--- config.mk ---
export PLATFORM = sky130hd
export DESIGN_NAME = csr_rmw_unit
export DESIGN_NICKNAME = d
export VERILOG_FILES = /design/src/rtl/csr_rmw_pkg.sv /design/src/rtl/csr_rmw_mask_gen.sv /design/src/rtl/csr_rmw_access_chk.sv /design/src/rtl/csr_rmw_bank.sv /design/src/rtl/csr_rmw_unit.sv
export SDC_FILE = /design/constraint.sdc
export NUM_CORES = 1
export LEC_CHECK = 0
export BUFFER_PORTS_ARGS = -buffer_cell sky130_fd_sc_hd__buf_2
export CAP_MARGIN = 20
export CORE_MARGIN = 4
export CORE_UTILIZATION = 45
export DETAILED_ROUTE_END_ITERATION = 10
export HOLD_SLACK_MARGIN = 0.15
export MAX_ROUTING_LAYER = met4
export SKIP_CTS_REPAIR_TIMING = 1
export SYNTH_ARGS = -nofsm -noshare
export SYNTH_HDL_FRONTEND = slang
export SYNTH_SLANG_ARGS = --single-unit
--- constraint.sdc ---
create_clock -name clk -period 6.8 [get_ports clk]
set_input_delay 1.7 -clock clk [delete_from_list [all_inputs] [get_ports clk]]
set_output_delay 1.7 -clock clk [all_outputs]
set_load 0.01 [all_outputs]
--- src/rtl/csr_rmw_pkg.sv ---
package csr_rmw_pkg;
  typedef enum logic [1:0] {
    OP_RSVD = 2'b00,
    OP_SWAP = 2'b01,
    OP_SET  = 2'b10,
    OP_CLR  = 2'b11
  } csr_op_e;

  localparam int IDX_W      = 12;
  localparam int SLOT_FLD_W = 8;
  localparam int ATTR_W     = 4;
endpackage

--- src/rtl/csr_rmw_mask_gen.sv ---
module csr_rmw_mask_gen
  import csr_rmw_pkg::*;
#(
  parameter int XLEN = 32
) (
  input  logic [1:0]      op,
  input  logic [XLEN-1:0] src,
  input  logic            src_named,
  output logic [XLEN-1:0] wdata,
  output logic [XLEN-1:0] wmask,
  output logic            op_ok
);
  always_comb begin
    wdata = '0;
    wmask = '0;
    op_ok = 1'b1;
    case (csr_op_e'(op))
      OP_SWAP: begin
        wdata = src;
        wmask = '1;
      end
      OP_SET: begin
        wdata = '1;
        wmask = src_named ? src : '0;
      end
      OP_CLR: begin
        wdata = '0;
        wmask = src_named ? src : '0;
      end
      default: op_ok = 1'b0;
    endcase
  end
endmodule

--- src/rtl/csr_rmw_access_chk.sv ---
module csr_rmw_access_chk
  import csr_rmw_pkg::*;
#(
  parameter int                      NUM_REGS    = 8,
  parameter int                      SLOT_W      = 3,
  parameter logic [NUM_REGS*4-1:0]   ACCESS_ATTR = '0
) (
  input  logic [IDX_W-1:0]  idx,
  input  logic [1:0]        priv,
  input  logic              mask_nz,
  input  logic              op_ok,
  output logic [SLOT_W-1:0] slot,
  output logic              is_ro,
  output logic              fault
);
  logic [SLOT_FLD_W-1:0] fld;
  logic [ATTR_W-1:0]     attr;
  logic                  hit;

  assign fld   = idx[SLOT_FLD_W-1:0];
  assign slot  = fld[SLOT_W-1:0];
  assign is_ro = (idx[11:10] == 2'b11);

  always_comb begin
    attr = '0;
    hit  = 1'b0;
    for (int k = 0; k < NUM_REGS; k++) begin
      if (fld == SLOT_FLD_W'(k)) begin
        attr = ACCESS_ATTR[k*ATTR_W +: ATTR_W];
        hit  = 1'b1;
      end
    end
  end

  always_comb begin
    fault = 1'b0;
    if (!op_ok)                     fault = 1'b1;
    else if (!hit)                  fault = 1'b1;
    else if (idx[11:8] != attr)     fault = 1'b1;
    else if (priv < idx[9:8])       fault = 1'b1;
    else if (is_ro && mask_nz)      fault = 1'b1;
  end
endmodule

--- src/rtl/csr_rmw_bank.sv ---
module csr_rmw_bank #(
  parameter int NUM_REGS = 8,
  parameter int XLEN     = 32,
  parameter int SLOT_W   = 3
) (
  input  logic              clk,
  input  logic              rst,
  input  logic [SLOT_W-1:0] rd_slot,
  output logic [XLEN-1:0]   rd_data,
  input  logic              we,
  input  logic [XLEN-1:0]   wdata,
  input  logic [XLEN-1:0]   wmask
);
  logic [XLEN-1:0] regs [NUM_REGS];
  logic [XLEN-1:0] commit;

  assign rd_data = regs[rd_slot];
  assign commit  = (rd_data & ~wmask) | (wdata & wmask);

  always_ff @(posedge clk) begin
    if (rst) begin
      for (int k = 0; k < NUM_REGS; k++) regs[k] <= {(XLEN/4){4'(k)}};
    end else if (we) begin
      regs[rd_slot] <= commit;
    end
  end

  for (genvar g = 0; g < NUM_REGS; g++) begin : g_hold
    assert_hold_R5: assert property (@(posedge clk) disable iff (rst)
      !(we && rd_slot == SLOT_W'(g)) |=> $stable(regs[g]))
      else $error("slot %0d changed without a write", g);
  end
endmodule

--- src/rtl/csr_rmw_unit.sv ---
module csr_rmw_unit
  import csr_rmw_pkg::*;
#(
  parameter int                    XLEN        = 32,
  parameter int                    NUM_REGS    = 8,
  parameter logic [NUM_REGS*4-1:0] ACCESS_ATTR = 32'h0B5FC310
) (
  input  logic             clk,
  input  logic             rst,
  input  logic             req_valid,
  input  logic [1:0]       req_op,
  input  logic [11:0]      req_idx,
  input  logic [XLEN-1:0]  req_src,
  input  logic             req_src_named,
  input  logic [1:0]       priv_lvl,
  output logic             rsp_valid,
  output logic [XLEN-1:0]  rsp_rdata,
  output logic             rsp_wr,
  output logic             rsp_err
);
  localparam int SLOT_W = (NUM_REGS > 1) ? $clog2(NUM_REGS) : 1;

  logic [XLEN-1:0]   wdata, wmask, old_val;
  logic              op_ok, mask_nz, fault, is_ro, bank_we;
  logic [SLOT_W-1:0] slot;

  csr_rmw_mask_gen #(.XLEN(XLEN)) mask_i (
    .op(req_op), .src(req_src), .src_named(req_src_named),
    .wdata(wdata), .wmask(wmask), .op_ok(op_ok)
  );

  assign mask_nz = |wmask;

  csr_rmw_access_chk #(.NUM_REGS(NUM_REGS), .SLOT_W(SLOT_W), .ACCESS_ATTR(ACCESS_ATTR)) chk_i (
    .idx(req_idx), .priv(priv_lvl), .mask_nz(mask_nz), .op_ok(op_ok),
    .slot(slot), .is_ro(is_ro), .fault(fault)
  );

  assign bank_we = req_valid && !fault && mask_nz;

  csr_rmw_bank #(.NUM_REGS(NUM_REGS), .XLEN(XLEN), .SLOT_W(SLOT_W)) bank_i (
    .clk(clk), .rst(rst), .rd_slot(slot), .rd_data(old_val),
    .we(bank_we), .wdata(wdata), .wmask(wmask)
  );

  always_ff @(posedge clk) begin
    if (rst) begin
      rsp_valid <= 1'b0;
      rsp_rdata <= '0;
      rsp_wr    <= 1'b0;
      rsp_err   <= 1'b0;
    end else begin
      rsp_valid <= req_valid;
      rsp_rdata <= (req_valid && !fault) ? old_val : '0;
      rsp_wr    <= bank_we;
      rsp_err   <= req_valid && fault;
    end
  end

  assert_latency_R9: assert property (@(posedge clk) disable iff (rst)
    req_valid |=> rsp_valid) else $error("response missing");
  assert_idle_R9: assert property (@(posedge clk) disable iff (rst)
    !req_valid |=> !rsp_valid) else $error("spurious response");
  assert_excl_R9: assert property (@(posedge clk) disable iff (rst)
    !(rsp_err && rsp_wr)) else $error("error with write strobe");
  assert_errdata_R6: assert property (@(posedge clk) disable iff (rst)
    rsp_err |-> (rsp_rdata == '0) && rsp_valid) else $error("error response carries data");
  assert_ro_guard_R8: assert property (@(posedge clk) disable iff (rst)
    bank_we |-> !is_ro) else $error("write to read-only register");
  assert_strobe_R5: assert property (@(posedge clk) disable iff (rst)
    rsp_wr |-> rsp_valid) else $error("write strobe without response");
endmodule

==> impl_metrics.py <==
metrics = {
    "timing": {
        "skew_ns": 0.00862,
        "slew_headroom_pct": 31.7,
        "rsz0062_at_grt": "no",
        "final-setup-viol-count": 0,
        "holdWs_ns": 0.882,
        "worst_slack_ns": 2.29,
        "finalHoldViolCount": 0,
        "finalCritPeriodShare_pct": 66.3,
        "fin_setup_tns_ns": 0,
        "worst_pin_slew_ns": 1.02,
        "max_freq_ghz": 0.222,
        "final-max-slew-violation-count": 0,
        "min_period_ns": 4.51,
    },
    "global_routing": {
        "grtUsageMet3_pct": 3.03,
        "grt_pass1_vias": 8770,
        "antenna_found_initial": 0,
        "met1_usage_pct": 33.4,
        "grt_overflow": 0,
        "grt_first_pass_wirelength_mm": 55.1,
        "grtUsageTotal_pct": 24.2,
        "met2_usage_pct": 38.2,
        "grt_max_degree": 81,
        "grt-busiest-layer": "met2",
    },
    "synth": {
        "yosysSeqAreaShare_pct": 64.6,
        "synth-seq-cells": 291,
        "synth-main-ff-cell": "edfxtp_1",
        "synth.distinct_cells": 45,
        "synth_warnings": 0,
        "syn_area_um2": 13000,
        "yosys.area.top_type": "edfxtp_1",
        "synth_area_leaders": "edfxtp_1, mux4_2, nor3_1, dfxtp_1, a21oi_1",
        "synthArstFlopShare_pct": 0,
        "avgSynthCellArea_um2": 13.8,
        "synth.top_cell.area_share_pct": 59.2,
        "netlist_instances": 939,
        "synth_edf_count": 256,
        "yosysMostFrequentCell": "edfxtp_1",
        "synth_common_cells": "edfxtp_1, nor3_1, a21oi_1",
    },
    "clocking": {
        "clock_sinks": 291,
        "cts_tree": "done",
        "worstSkewPairLatency_ns": 0.55,
        "root_buffer": "clkbuf_16",
        "clk_pin_slew_worst_paths_ns": 0.06,
        "cts_buffers": 31,
        "h-tree-depth": 1,
        "clockBufferDepth": 3,
    },
    "power_and_ir_drop": {
        "power.leakage_nw": 4.85,
        "total_power_mw": 3.97,
        "irDropWorstVdd_mv": 0.177,
        "power_density_nw_per_um2": 265,
    },
    "place": {
        "dp_hpwl_mm": 22.2,
        "pre_cts_ws_ns": 1.71,
        "gp_congestion": 0.805,
        "io_buffers": 86,
    },
    "status": {
        "outcome": "finished, final reports clean",
    },
    "critical_path": {
        "critPathCaptureType": "flip-flop",
        "critical_path.startpoint_type": "input port",
        "r2r-start": "bank_i.regs[1][20]",
        "crit_fanout": 42,
        "reg2reg_to": "bank_i.regs[1][20]",
        "reg2reg_depth": 4,
        "r2r_setup_slack_ns": 4.69,
        "crit_type": "input port to flip-flop",
        "arrival_ns": 4.76,
        "critPathRequiredTime_ns": 7.05,
    },
    "floorplanning": {
        "die_y_um": 178,
        "start_util_pct": 46.1,
        "die-area_um2": 31600,
        "core_um2": 28200,
        "pin_count": 87,
        "num_rows": 61,
        "die_w_um": 178,
    },
    "routing": {
        "drt_iter0_drc": 965,
        "ant_nets": 0,
        "post_drt_via_cell_ratio": 6.08,
        "drt_drc_violations_left": 0,
        "vias": 8908,
        "drt-wirelength-per-cell_um": 25.4,
        "firstDrtPassIters": 5,
        "routed_wl_mm": 37.2,
    },
    "worst_hold_path": {
        "holdCritPathClass": "flip-flop to flip-flop",
        "hold_path_end": "rsp_rdata[9]",
        "min_from": "bank_i.regs[2][9]",
        "hold-path-cell-count": 4,
    },
    "layout": {
        "fillerInstances": 2375,
        "syn_to_final_growth_pct": 15.3,
        "fin_util_pct": 53.2,
        "num-nets-final": 1119,
        "diodes": 0,
        "drive_above_1_share_pct": 24.3,
    },
    "job": {
        "drv_cap": 0,
    },
}
-- state kept, by name, indices dropped and copies added (netlist names) --
signal and count:
rsp_rdata 32, rsp_valid 1, rsp_wr 1, rsp_err 1, bank_i.regs 256
-- layer usage --
layer	up-vias	part of all wire, %
met4	0	2.7
met5	-	0
li1	3873	-
met1	4469	40
met3	84	8.1
met2	482	49
-- worst max-delay path by stage --
stage                                    end        from  depth (start not counted)  slack [ns]
after floorplan            bank_i.regs[0][0]  req_idx[5]                          7        1.57
after global placement    bank_i.regs[0][19]  req_idx[0]                          8        1.73
after detailed placement  bank_i.regs[0][24]  req_idx[0]                          8        1.71
after CTS                 bank_i.regs[0][31]  req_idx[0]                          8        2.29
after global routing      bank_i.regs[0][31]  req_idx[0]                          8        2.10
final                     bank_i.regs[0][23]  req_idx[0]                          8        2.29
-- through the flow --
stage | area (um^2) | std cells
6_report | 15000 | 1466
5_1_grt | 15000 | 1466
4_1_cts | 15000 | 1465
3_5_place_dp | 14000 | 1407
3_3_place_gp | 14000 | 1407
2_1_floorplan | 13200 | 1001
-- critical path: stages --
cell	delay [ns]
buf_4	0.39
clkinv_1	0.31
nor3_1	0.24
o31ai_1	0.12
a2111o_2	0.51
buf_4	0.29
o21bai_4	0.77
buf_4	0.38
-- kinds of logic after synthesis --
| family | Yosys count | share of synthesized area (%) |
|---|---|---|
| AO/OA/AOI/OAI | 117 | 4.88 |
| XOR/XNOR | 1 | 0.0674 |
| adder cells (fa/ha/maj) | 4 | 0.385 |
| buffers and inverters | 97 | 3.44 |
| flip-flops | 291 | 64.6 |
| multiplexers | 96 | 13.9 |
| other | 2 | 0.0578 |
| AND/OR/NAND/NOR | 331 | 12.7 |
-- where the power goes --
group / total [mW] / switching, mW / internal [mW] / leakage [nW]
sequential: 2.01 / 0.0157 / 2.00 / 2.65
clock: 1.58 / 0.671 / 0.910 / 0.463
combinational: 0.375 / 0.252 / 0.123 / 1.74
total: 3.97 / 0.938 / 3.03 / 4.85
-- placed cells by master (no fill, tap or decap), types with 9 or more instances in the layout --
cell       Yosys  layout
buf_2         18      83
dfxtp_1       35      35
edfxtp_1     256     256
nand3_1       76      76
clkbuf_1      53      13
nor4_1         9       9
mux4_2        64      64
nand2_1       39      39
mux2_2        32      32
clkbuf_16      0      31
buf_4          2      31
a21oi_1       98      97
conb_1         2      64
nor3_1       186     186
-- cell type report --
type | instances | area, um^2 | share of cell area (%)
inverter | 8 | 30.0 | 0.200
clock inverter | 11 | 78.8 | 0.526
timing repair buffer | 118 | 723 | 4.83
tap | 378 | 473 | 3.16
clock buffer | 47 | 866 | 5.78
sequential | 291 | 8390 | 56.0
multi-input combinational | 613 | 4420 | 29.5
Note: power is estimated with default switching activity, not from simulation.
